**src/rtl/ecap_pkg.sv**
```systemverilog
// Package: shared types for the edge capture unit.
// Assumes: the edge mode field is two bits wide with the encoding below.
package ecap_pkg;
    typedef enum logic [1:0] {
        EDGE_OFF  = 2'd0,
        EDGE_RISE = 2'd1,
        EDGE_FALL = 2'd2,
        EDGE_ANY  = 2'd3
    } edge_mode_e;
endpackage

```
**src/rtl/ecap_pin_sync.sv**
```systemverilog
// Module: two-flop synchroniser applied to every input pin.
// Assumes: pins are asynchronous to clk; the reset value of each stage is 0.
module ecap_pin_sync #(
    parameter int NUM_PINS = 4
) (
    input  logic                clk,
    input  logic                rst_n,
    input  logic [NUM_PINS-1:0] pins_i,
    output logic [NUM_PINS-1:0] sync_o
);
    for (genvar p = 0; p < NUM_PINS; p++) begin : g_pin
        logic meta_q;
        logic stab_q;

        // Two register stages per pin to settle metastability.
        always_ff @(posedge clk) begin
            if (!rst_n) begin
                meta_q <= 1'b0;
                stab_q <= 1'b0;
            end else begin
                meta_q <= pins_i[p];
                stab_q <= meta_q;
            end
        end

        assign sync_o[p] = stab_q;
    end
endmodule

```
**src/rtl/ecap_select.sv**
```systemverilog
// Module: picks one synchronised pin, applies polarity and keeps its
// previous value for edge comparison.
// Assumes: changing select or polarity may itself look like an edge.
module ecap_select #(
    parameter int NUM_PINS = 4,
    localparam int SEL_W   = $clog2(NUM_PINS)
) (
    input  logic                clk,
    input  logic                rst_n,
    input  logic [NUM_PINS-1:0] sync_i,
    input  logic [SEL_W-1:0]    sel_i,
    input  logic                invert_i,
    output logic                cur_o,
    output logic                prev_o
);
    logic prev_q;

    // Conditioned level: selected pin XOR polarity.
    always_comb begin
        cur_o = sync_i[sel_i] ^ invert_i;
    end

    // One-cycle history of the conditioned level.
    always_ff @(posedge clk) begin
        if (!rst_n) begin
            prev_q <= 1'b0;
        end else begin
            prev_q <= cur_o;
        end
    end

    assign prev_o = prev_q;
endmodule

```
**src/rtl/ecap_edge_det.sv**
```systemverilog
// Module: turns the current/previous conditioned level into a capture event
// according to the edge mode.
// Assumes: cur and prev come from the same clock domain.
module ecap_edge_det
    import ecap_pkg::*;
(
    input  logic       clk,
    input  logic       rst_n,
    input  logic       cur_i,
    input  logic       prev_i,
    input  edge_mode_e mode_i,
    output logic       evt_o
);
    logic rise;
    logic fall;

    // Decode direction and filter by mode.
    always_comb begin
        rise = cur_i & ~prev_i;
        fall = ~cur_i & prev_i;
        unique case (mode_i)
            EDGE_RISE: evt_o = rise;
            EDGE_FALL: evt_o = fall;
            EDGE_ANY:  evt_o = rise | fall;
            default:   evt_o = 1'b0;
        endcase
    end


    off_silent_chk: assert property (@(posedge clk) disable iff (!rst_n)
        (mode_i == EDGE_OFF) |-> !evt_o);


    evt_needs_change_chk: assert property (@(posedge clk) disable iff (!rst_n)
        evt_o |-> (cur_i != prev_i));
endmodule

```
**src/rtl/ecap_event_regs.sv**
```systemverilog
// Module: capture register, sticky flag, DMA request and reload pulse
// driven by the capture event.
// Assumes: flag_clr_i and dma_ack_i are single-cycle pulses; events win.
module ecap_event_regs #(
    parameter int CNT_W = 16
) (
    input  logic             clk,
    input  logic             rst_n,
    input  logic             evt_i,
    input  logic [CNT_W-1:0] count_i,
    input  logic             reload_en_i,
    input  logic             irq_en_i,
    input  logic             dma_en_i,
    input  logic             flag_clr_i,
    input  logic             dma_ack_i,
    output logic [CNT_W-1:0] capture_o,
    output logic             edge_flag_o,
    output logic             irq_o,
    output logic             dma_req_o,
    output logic             reload_o
);
    logic [CNT_W-1:0] cap_q;
    logic             flag_q;
    logic             dma_q;
    logic             rel_q;

    // Load the live count on each event, hold otherwise.
    always_ff @(posedge clk) begin
        if (!rst_n) begin
            cap_q <= '0;
        end else if (evt_i) begin
            cap_q <= count_i;
        end
    end

    // Sticky flag, DMA request and reload pulse; set beats clear.
    always_ff @(posedge clk) begin
        if (!rst_n) begin
            flag_q <= 1'b0;
            dma_q  <= 1'b0;
            rel_q  <= 1'b0;
        end else begin
            flag_q <= evt_i | (flag_q & ~flag_clr_i);
            dma_q  <= (evt_i & dma_en_i) | (dma_q & ~dma_ack_i);
            rel_q  <= evt_i & reload_en_i;
        end
    end

    // Interrupt line gated by its enable.
    always_comb begin
        irq_o = flag_q & irq_en_i;
    end

    assign capture_o   = cap_q;
    assign edge_flag_o = flag_q;
    assign dma_req_o   = dma_q;
    assign reload_o    = rel_q;


    flag_set_chk: assert property (@(posedge clk) disable iff (!rst_n)
        evt_i |=> edge_flag_o);


    flag_clear_chk: assert property (@(posedge clk) disable iff (!rst_n)
        (edge_flag_o && flag_clr_i && !evt_i) |=> !edge_flag_o);


    dma_hold_chk: assert property (@(posedge clk) disable iff (!rst_n)
        (dma_req_o && !dma_ack_i) |=> dma_req_o);


    reload_with_flag_chk: assert property (@(posedge clk) disable iff (!rst_n)
        reload_o |-> edge_flag_o);


    capture_hold_chk: assert property (@(posedge clk) disable iff (!rst_n)
        !evt_i |=> $stable(capture_o));
endmodule

```
**src/rtl/edge_capture_unit.sv**
```systemverilog
// Module: top of the edge-selectable input capture unit for one channel.
// Assumes: control fields are quasi-static, coming from registers elsewhere.
module edge_capture_unit
    import ecap_pkg::*;
#(
    parameter int NUM_PINS = 4,
    parameter int CNT_W    = 16,
    localparam int SEL_W   = $clog2(NUM_PINS)
) (
    input  logic                clk,
    input  logic                rst_n,
    input  logic [NUM_PINS-1:0] pins_i,
    input  logic [CNT_W-1:0]    count_i,
    input  logic [SEL_W-1:0]    pin_sel_i,
    input  logic                invert_i,
    input  logic [1:0]          edge_mode_i,
    input  logic                reload_en_i,
    input  logic                irq_en_i,
    input  logic                dma_en_i,
    input  logic                flag_clr_i,
    input  logic                dma_ack_i,
    output logic [CNT_W-1:0]    capture_o,
    output logic                edge_flag_o,
    output logic                irq_o,
    output logic                dma_req_o,
    output logic                reload_o
);
    logic [NUM_PINS-1:0] pin_sync;
    logic                lvl_cur;
    logic                lvl_prev;
    logic                cap_evt;
    edge_mode_e          mode;

    assign mode = edge_mode_e'(edge_mode_i);

    ecap_pin_sync #(.NUM_PINS(NUM_PINS)) u_sync (
        .clk    (clk),
        .rst_n  (rst_n),
        .pins_i (pins_i),
        .sync_o (pin_sync)
    );

    ecap_select #(.NUM_PINS(NUM_PINS)) u_sel (
        .clk      (clk),
        .rst_n    (rst_n),
        .sync_i   (pin_sync),
        .sel_i    (pin_sel_i),
        .invert_i (invert_i),
        .cur_o    (lvl_cur),
        .prev_o   (lvl_prev)
    );

    ecap_edge_det u_det (
        .clk    (clk),
        .rst_n  (rst_n),
        .cur_i  (lvl_cur),
        .prev_i (lvl_prev),
        .mode_i (mode),
        .evt_o  (cap_evt)
    );

    ecap_event_regs #(.CNT_W(CNT_W)) u_regs (
        .clk         (clk),
        .rst_n       (rst_n),
        .evt_i       (cap_evt),
        .count_i     (count_i),
        .reload_en_i (reload_en_i),
        .irq_en_i    (irq_en_i),
        .dma_en_i    (dma_en_i),
        .flag_clr_i  (flag_clr_i),
        .dma_ack_i   (dma_ack_i),
        .capture_o   (capture_o),
        .edge_flag_o (edge_flag_o),
        .irq_o       (irq_o),
        .dma_req_o   (dma_req_o),
        .reload_o    (reload_o)
    );


    irq_gate_chk: assert property (@(posedge clk) disable iff (!rst_n)
        irq_o |-> (edge_flag_o && irq_en_i));


    reload_enable_chk: assert property (@(posedge clk) disable iff (!rst_n)
        reload_o |-> $past(reload_en_i));
endmodule

```
**config.mk**
```make
export PLATFORM = sky130hd
export DESIGN_NAME = edge_capture_unit
export DESIGN_NICKNAME = d
export VERILOG_FILES = /design/src/rtl/ecap_pkg.sv /design/src/rtl/ecap_pin_sync.sv /design/src/rtl/ecap_select.sv /design/src/rtl/ecap_edge_det.sv /design/src/rtl/ecap_event_regs.sv /design/src/rtl/edge_capture_unit.sv
export SDC_FILE = /design/constraint.sdc
export NUM_CORES = 1
export LEC_CHECK = 0
export BUFFER_PORTS_ARGS = -buffer_cell sky130_fd_sc_hd__buf_4
export CAP_MARGIN = 20
export CORE_MARGIN = 2
export CORE_UTILIZATION = 30
export CTS_BUF_LIST = sky130_fd_sc_hd__clkbuf_8
export DETAILED_ROUTE_END_ITERATION = 8
export GPL_TIMING_DRIVEN = 1
export PLACE_DENSITY_LB_ADDON = 0.15
export SLEW_MARGIN = 10
export SYNTH_ARGS = -nofsm -noshare
export SYNTH_HDL_FRONTEND = slang
export SYNTH_SLANG_ARGS = --single-unit
```
**constraint.sdc**
```tcl
create_clock -name clk -period 3.3 [get_ports clk]
set_input_delay 0.495 -clock clk [delete_from_list [all_inputs] [get_ports clk]]
set_output_delay 0.495 -clock clk [all_outputs]
set_load 0.005 [all_outputs]
```
# Word-level counts from Yosys, hierarchy flattened
# Index checks and enable logic that the tools add are counted.
[word_totals]
reg_bits = 28
latch_bits = 0
ram_bits = 0
rom_bits = 0
input_bits = 32
out_inout_bits = 20
elab_cells = 35
n_memories = 0
[classes]
addsub = 0
multipliers = 0
div = 0
n_lt_le_gt_ge = 1
eq_ne = 3
n_shift = 0
mux = 3
n_bitwise = 15
reduce_logical = 0
[ops]
columns = ["cell", "count"]
rows = [
  ["bitwise AND 1 bit", 7],
  ["== test 2 bit, second input constant", 2],
  ["NOT 1 bit", 4],
  ["less-than comparator 2 x 3 -> 1 bit, second input constant", 1],
  ["bitwise OR 1 bit", 3],
  ["case mux 1 bit (3 select lines)", 1],
  ["binary-select mux 1 bit (select 2 bit)", 1],
  ["== test 2 x 1 -> 1 bit, second input constant", 1],
  ["two-way mux 1 bit", 1],
  ["bitwise XOR 1 bit", 1],
]

# Depth between registers and ports, before layout
# Gate-level depths: netlist (run 1).
[depth]
word_depth = 9
ltp_mapped = 8
depth_no_buf = 7

# Hierarchy
# Synthesis (run 1) repeated with hierarchy kept, for this count alone.
[hier_totals]
cells_unflattened = 94
hier_area_um2 = 1077.3
[by_module_without_submodules]
columns = ["module", "n_inst", "cells_per_inst", "area_each_um2", "seq_area_each_um2"]
rows = [
  ["ecap_event_regs", 1, 61, 720.7, 380.4],
  ["ecap_pin_sync", 1, 20, 240.2, 160.2],
  ["ecap_edge_det", 1, 9, 58.8, 0.0],
  ["ecap_select", 1, 4, 57.6, 20.0],
]

# Worst setup path before layout (run 1)
# Ideal clock, no wire load.
[synth_path]
path_kind = "in2reg"
start = "in pin_sel_i[0]"
end = "reg u_regs.cap_q[10], in the netlist u_regs.capture_o[10]"
setup_time_ns = 0.117
arrival_ns = 2.359
t_required_ns = 3.183
slack_ns = 0.824
cell_stages = 8
path_buffers = 1
cell_sequence = "mux4_2 -> xnor2_1 -> inv_1 -> ha_1 -> nand2b_1 -> a32o_1 -> buf_4 -> a22o_1"
[synth_via]
elab_chain_len = 7
elab_cells_between_ends = 8
cone_classes = "mux (3); bitwise (5)"
[synth_lines]
columns = ["item", "line_no", "text"]
rows = [
  ["start, declared", "edge_capture_unit.sv:14", "input logic [SEL_W-1:0] pin_sel_i,"],
  ["binary-select mux 1 bit (select 2 bit) (*)", "ecap_select.sv:20", "cur_o = sync_i[sel_i] ^ invert_i;"],
  ["two-way mux 1 bit (implied by the code) (*)", "ecap_select.sv:20", ""],
  ["bitwise XOR 1 bit (*)", "ecap_select.sv:20", ""],
  ["via lvl_cur", "edge_capture_unit.sv:29", "logic lvl_cur;"],
  ["NOT 1 bit", "ecap_edge_det.sv:20", "fall = ~cur_i & prev_i;"],
  ["bitwise AND 1 bit", "ecap_edge_det.sv:20", ""],
  ["bitwise OR 1 bit", "ecap_edge_det.sv:24", "EDGE_ANY: evt_o = rise | fall;"],
  ["case mux 1 bit (3 select lines) (*)", "ecap_edge_det.sv:21", "unique case (mode_i)"],
  ["end signal, assigned", "ecap_event_regs.sv:32", "cap_q <= count_i;"],
  ["end, declared", "ecap_event_regs.sv:22", "logic [CNT_W-1:0] cap_q;"],
]
# The timed path passes the listed nets; every way through them passes the cells marked *. The select of a mux whose other input is x is not followed.
# A chain may end at the register's enable or synchronous reset.

# Final worst setup path (run 1)
[layout_path]
start = "in pin_sel_i[0]"
end = "reg u_regs.cap_q[6], in the netlist u_regs.capture_o[6]"
# The elaborated chain is that of the path after synthesis.

==> summary.md, run 1 <==
| Metric | Value |
|---|---|
| Status | finished, final reports clean |
| Hold-fix buffers, CTS | 0 |
| P_leak | roughly 0.69 nW |
| First-pass GRT wire length | 3408 µm |
| Setup TNS | 0 ns |
| Post CTS Setup Buffer Count | 0 |
| Starting Density | 32.02% |
| Skew final | between 0.004 and 0.005 ns |
| Vias | 785 |
| CTS tree | built |
| Seq/Total Area, Yosys | 56.42% |
| Unique cell type count in the Yosys netlist | 24 |
| Die H | 61.55 µm |
| Top post-synthesis cells by area | dfxtp_1 56%, a22o_1 8.8%, a22o_2 6.0% |
| Tcrit/Tclk final | 78.49% |
| Syn Nets | 114 |
| Clk sinks | 28 |
| GP Congestion | between 0.7 and 0.8 |
| Worst-Margin Slew | about 0.7 ns |
| Data required, critical path | 3.51 ns |
| Reg area | 560.5 µm² |
| Total of fill cells in the finished design | around 300 |
| Most frequent cells in the layout | 51 x buf_4, 28 x dfxtp_1, 10 x a22o_1 |
| First-iteration detailed-routing DRC count | 18 |
| Critical path launch point type | primary input |
| Mapped Avg Cell Area | 12.42 µm² |
| RSZ-0062 raised after global routing | no |
| Max IR drop VDD | 234.9 µV |
| Post-DRT Antenna Nets | 0 |
| Vias in the first global route | 816 |
| Final hold vios | 0 |
| Grt ovf | 0 |
| Ys Warns | 0 |
| Layout cells sized above 1 | between 50% and 60% |
| Synth Register Bits | 28 |
| Routed wire length | 2123 µm |
| Bufs and invs on worst path | 2 |
| CTS clk-pin slew, worst paths | approximately 0.090 ns |
| HP Class | in2reg |
| Reg2reg setup slack | 0.75 ns |
| Multi-input gate area | just under 400 µm² |
| GRT Util Overall | 12.07% |
| CTS root buf | clkbuf_8 |
| Fmax | 386.1 MHz |
| Critical Path AT | 2.80 ns |
| Die area | between 3000 and 4000 µm² |
| CP max stage delay | 0.67 ns |
| Largest net degree at the start of global routing | 17 |
| Post-synthesis cell count | 80 |
| Kind of critical path | in2reg |
| Vias/cell | between 4 and 5 |
| Critical path fanouts, max | 16 |
| Area share of the largest cell type after synthesis | between 50 and 60% |
| Final Power | 0.7560 mW |
| Slew margin rel. | 52.71% |
| Final setup viols | 0 |
| Pwr per Cell Area | between 500 and 600 nW/µm² |
| I/O pins | 52 |
| CP top delay family | compound AO/OA/AOI/OAI gates |
| Core area | approximately 3100 µm² |
| H-Tree Depth | 1 |
| Maximum clock insertion buffer count | 2 |
| # DRC | 0 |
| Max-cap violations | 0 |
| Drt wl/cell | 12.06 µm |
| Critical Path Sink Type | flop |
| Iteration count of the initial detailed-routing pass | 4 |
| Initial antenna violation count | 0 |
| Crit path cell chain | buf_4 -> mux4_2 -> xnor2_1 -> inv_1 -> ha_1 -> nand2b_1 -> a311oi_4 -> a22o_1 |
| # diodes | 0 |
| Cell taking the most area after synthesis | dfxtp_1 |
| PostCTS Resize Cnt | 0 |
| Cell area after synthesis | 993.5 µm² |
| Num CTS Buffers | 3 |
| FP Rows | 20 |
| Tmin final | about 2.6 ns |
| Area Growth Syn to Fin | 48.99% |
| Commonest non-fill, non-tap cell in the layout | buf_4 |
| Slowest-stage cell, CP | a311oi_4 |
| Final hold slack | 0.4293 ns |
| Input/output buffers | between 50 and 60 |
| DIE WIDTH | 61.55 µm |
| Final #Nets | 167 |
| Final max-slew violation count | 0 |
| HPWL after DPL | between 1500 and 2000 µm |
| Clk_lat worst skew | between 0.2 and 0.3 ns |
## stage by stage
| stage | std cells | setup WS [ns] | cell area, µm² | utilization, % |
|---|---|---|---|---|
| floorplan | 80 | 0.8238 | 993.5 | - |
| finish | 176 | 0.7100 | 1480 | 47.70 |
| detailed placement | 172 | 0.3973 | 1409 | 45.40 |
| global placement | 172 | 0.4751 | 1409 | 45.40 |
| CTS | 176 | 0.6829 | 1480 | 47.70 |
| global route | 176 | 0.5674 | 1480 | 47.70 |
## sequential cells by signal, summed over array words and instances, names as in the netlist
| signal | flops |
|---|---|
| u_sync.g_pin.meta_q | 4 |
| u_regs.capture_o | 16 |
| u_regs.dma_req_o | 1 |
| u_regs.reload_o | 1 |
| u_regs.edge_flag_o | 1 |
| u_sel.prev_o | 1 |
| u_sync.g_pin.stab_q | 4 |
## synth_stat cells
cell type / count
dfxtp_1: 28
a22o_1: 10
and2_1: 9
a22o_2: 6
inv_1: 4
nor2b_1: 3
ha_1: 2
o21a_1: 2
a21oi_2: 1
a311oi_1: 1
a311oi_4: 1
a31oi_1: 1
a32o_1: 1
and2_2: 1
and3_1: 1
buf_4: 1
buf_6: 1
clkbuf_1: 1
mux4_2: 1
nand2_1: 1
nand2b_1: 1
nand2b_4: 1
nor2_1: 1
xnor2_1: 1
## kinds of logic (layout without fill, tap and decap cells)
kind of cell             after synthesis  after routing  share of synthesized area, %
AO/OA/AOI/OAI                         23             23                         22.42
multiplexers                           1              1                         2.267
flip-flops                            28             28                         56.42
adder cells (fa/ha/maj)                2              2                         2.518
XOR/XNOR                               1              1                        0.8818
buffers and inverters                  7             59                         3.778
AND/OR/NAND/NOR                       18             18                         11.71
## metal layers
layer  global-route usage, %  vias to the layer above  share of wire (%)
li1                        -                      389                  -
met5                       0                        -                  0
met1                   12.84                      371                 39
met3                   3.151                        2                6.2
met4                   4.863                        0               0.66
met2                   22.41                       23                 54
## final cells by class
class | count | share of cell area, %
well taps | 44 | 3.719
clock inverters | 1 | 2.029
multi-input cells | 45 | 26.71
inverters | 4 | 1.014
flip-flops and latches | 28 | 37.87
repair buffers | 51 | 25.87
clock buffers | 3 | 2.790
## final timing paths
path	cells after the start	endpoint	startpoint
max	8	u_regs.capture_o[6]	pin_sel_i[0]
min	2	u_sync.g_pin[3].meta_q	pins_i[3]
min reg2reg	1	u_sync.g_pin[0].stab_q	u_sync.g_pin[0].meta_q
max reg2reg	7	u_regs.capture_o[6]	u_sync.g_pin[3].stab_q
## power breakdown
part / leakage (nW) / switching [mW] / internal (mW) / total, mW
logic: 0.423 / 0.0452 / 0.0751 / 0.120
clock network: 0.0357 / 0.0992 / 0.162 / 0.261
registers: 0.231 / 0.0117 / 0.363 / 0.374
(Power assumes the default switching activity.)
==> run 2: changes to the inputs <==
Settings changed: ABC_AREA set to 1.
Clock period 3.3 ns to 2.18 ns, I/O delays scaled along.
==> run 2 against run 1 <==
  * Cell area grew 10%
  * Flip-flop and latch count is the same
  * Clock power grew 20%
  * Sequential share of layout area shrank 3.6 points
  * Final cell count grew 53%
  * Register-to-register slack lost 0.35 ns
  * Hold slack lost 0.20 ns
  * Via count grew 32%
  * Critical path type is now reg2reg
  * Critical endpoint is now u_regs.edge_flag_o
  * Largest cell class unchanged
==> summary.md, run 2 <==
| Metric | Value |
|---|---|
| Status | finished, final reports clean (unchanged) |
| First-pass GRT wire length | 3884 µm (was 3408 µm) |
| # diodes | 0 (unchanged) |
| H-Tree Depth | 1 (unchanged) |
| RSZ-0062 raised after global routing | no (unchanged) |
| HPWL after DPL | 1629 µm (was 1648 µm) |
| Die H | 66.98 µm (was 61.55 µm) |
| Cell taking the most area after synthesis | dfxtp_1 (unchanged) |
| Clk sinks | 28 (unchanged) |
| Fmax | 561.3 MHz |
| I/O pins | 52 (unchanged) |
| Top post-synthesis cells by area | dfxtp_1 47%, nand2_1 17%, inv_1 11% (was dfxtp_1 56%, a22o_1 8.8%, a22o_2 6.0%) |
| HP Class | in2reg (unchanged) |
| Num CTS Buffers | 3 (unchanged) |
| Grt ovf | 0 (unchanged) |
| Synth Register Bits | 28 (unchanged) |
| CTS root buf | clkbuf_8 (unchanged) |
| Unique cell type count in the Yosys netlist | 15 (was 24) |
| Setup ws final | 0.3985 ns (was 0.7100 ns) |
| Mapped Avg Cell Area | 6.878 µm² (was 12.42 µm²) |
| PostCTS Resize Cnt | 0 (unchanged) |
| Vias/cell | 3.848 (was 4.460) |
| Drt wl/cell | 8.033 µm (was 12.06 µm) |
| Vias in the first global route | 983 (was 816) |
| Worst-Margin Slew | 0.3566 ns (was 0.7093 ns) |
| Kind of critical path | reg2reg (was in2reg) |
| Routed wire length | 2169 µm (was 2123 µm) |
| Critical path fanouts, max | 34 (was 16) |
| CTS clk-pin slew, worst paths | 0.09 ns (about the same) |
| Setup TNS | 0 ns (unchanged) |
| Iteration count of the initial detailed-routing pass | 2 (was 4) |
| Max-cap violations | 0 (unchanged) |
| Non-Filler Instances | 270 (was 176) |
| Final Power | 1.123 mW (was 0.7560 mW) |
| Area Growth Syn to Fin | 37.33% (was 48.99%) |
| Data required, critical path | 2.35 ns (was 3.51 ns) |
| Count leader, synth | nand2_1 (was dfxtp_1) |
| Initial antenna violation count | 0 (unchanged) |
| Syn Nets | 207 (was 114) |
| Post-synth top cells | 54 x nand2_1, 36 x inv_1, 35 x nor2_1, 28 x dfxtp_1, 6 x nand3_1 (was 28 x dfxtp_1, 10 x a22o_1, 9 x and2_1, 6 x a22o_2, 4 x inv_1) |
| Cell area after synthesis | 1190 µm² (was 993.5 µm²) |
| Input/output buffers | 51 (unchanged) |
| CTS tree | built (unchanged) |
| Core area | 3744 µm² (was 3103 µm²) |
| Post-DRT Antenna Nets | 0 (unchanged) |
| Highest metal used | met4 (unchanged) |
| Clk_lat worst skew | 0.27 ns (about the same) |
| Routed metal-1 wire length | 953 µm (was 824 µm) |
| P_leak | 0.9546 nW (was 0.6898 nW) |
| Post CTS Setup Buffer Count | 0 (unchanged) |
| Starting Density | 31.78% (was 32.02%) |
| Placed insts | 266 (was 172) |
| Critical path launch point type | flop (was primary input) |
| First-iteration detailed-routing DRC count | 44 (was 18) |
| Commonest non-fill, non-tap cell in the layout | nand2_1 (was buf_4) |
| Vias | 1039 (was 785) |
| DIE WIDTH | 66.98 µm (was 61.55 µm) |
| Maximum clock insertion buffer count | 2 (unchanged) |
| GP Congestion | 0.7641 (was 0.7463) |
| Tmin final | 1.781 ns |
| Die area | 4486 µm² (was 3788 µm²) |
| Layout cells sized above 1 | 26.58% (was 50.00%) |
| Met3 WL post-DR | 195 µm (was 132 µm) |
| # DRC | 0 (unchanged) |
| Post-synthesis cell count | 173 (was 80) |
| Synth Flop Type | dfxtp_1 (unchanged) |
| Max IR drop VDD | 251.7 µV (was 234.9 µV) |
| Area share of the largest cell type after synthesis | 47.11% (was 56.42%) |
| Pre-CTS setup slack | 0.1927 ns (was 0.3973 ns) |
| Post-synth EDFFs | 0 (unchanged) |
| Pwr per Cell Area | 687.4 nW/µm² (was 510.7 nW/µm²) |
| Tcrit/Tclk final | between 80 and 90% |
| Critical Path Sink Type | flop (unchanged) |
| Ys Warns | 0 (unchanged) |
| Placed inst area | 1579 µm² (was 1409 µm²) |
| Post-synth ARST share | 0% (unchanged) |
| Slew margin rel. | 76.23% (was 52.71%) |
| Metal2 WL | 985 µm (was 1150 µm) |
| Critical Path AT | 1.95 ns (was 2.80 ns) |
| FP Rows | 22 (was 20) |
| Seq/Total Area, Yosys | 47.11% (was 56.42%) |
| Largest net degree at the start of global routing | 35 (was 17) |
| Skew final | 0.004071 ns (was 0.004183 ns) |
| Hold-fix buffers, CTS | 0 (unchanged) |
| GRT Util Overall | 11.48% (was 12.07%) |
| Max reg flops | 16 (unchanged) |
| Final #Nets | 257 (was 167) |
| Final hold vios | 0 (unchanged) |
| Design area | 1634 µm² (was 1480 µm²) |
| Most frequent cells in the layout | 54 x nand2_1, 51 x buf_4, 36 x inv_1 (was 51 x buf_4, 28 x dfxtp_1, 10 x a22o_1) |
| Final max-slew violation count | 0 (unchanged) |
| Final setup viols | 0 (unchanged) |
run 2: cell count changes after synthesis, sizes merged, moves of 2 or more:
| cell | delta |
|---|---|
| a22o | -16 |
| a311oi | -2 |
| and2 | -10 |
| buf | +3 |
| inv | +33 |
| nand2 | +53 |
| nand2b | -2 |
| nand3 | +9 |
| nor2 | +34 |
| nor2b | -3 |
| o21a | -2 |
run 2: stage by stage:
step	util (%)	hold WS [ns]
4_1_cts	43.65	0.2281
6_report	43.65	0.2322
5_1_grt	43.65	0.2390
2_1_floorplan	-	0.3864
3_5_place_dp	42.18	0.4007
3_3_place_gp	42.18	0.3968
run 2: final cells by class:
class	instances	area, µm²
inverters	37	138.9
fillers	421	2110
repair buffers	51	382.9
well taps	48	60.06
flip-flops and latches	28	560.5
clock buffers	4	55.05
multi-input cells	102	436.7
run 2: where the power goes:
group          internal [mW]  switching [mW]  leakage [nW]
Combinational          0.124           0.107         0.695
Clock                  0.161           0.151        0.0288
Sequential             0.558          0.0222         0.231
Total                  0.843           0.280         0.955
run 2: cells by family after synthesis:
| group | synth area share (%) |
|---|---|
| and+or+nand+nor | 33.75 |
| adders and majority gates | 2.103 |
| buffers and inverters | 16.19 |
| DFF | 47.11 |
| AOI/OAI and AO/OA | 0.8404 |
run 2: worst paths after layout:
path,startpoint,to,slack [ns],depth (start not counted)
setup / recovery,u_sync.g_pin[1].stab_q,u_regs.edge_flag_o,0.40,12
hold / removal,pins_i[3],u_sync.g_pin[3].meta_q,0.23,3
setup reg to reg,u_sync.g_pin[1].stab_q,u_regs.edge_flag_o,0.40,12
hold reg to reg,u_sync.g_pin[0].meta_q,u_sync.g_pin[0].stab_q,0.41,2
run 2: worst max-delay path, stage by stage, from the launching register on:
cell and delay, ns:
dfxtp_1 0.31, nand2_1 0.06, nand3_1 0.09, nand2_1 0.07, nand2_1 0.04, nand2_1 0.09, inv_1 0.05, ha_1 0.26
inv_1 0.04, nand3_1 0.11, nand3_4 0.29, o21ai_1 0.22, inv_1 0.05
run 2: layer usage:
metal	vias to the layer above	GRT usage (%)
met5	-	0
met4	0	5.612
met3	4	4.054
met2	29	20.25
met1	420	11.99
li1	586	-
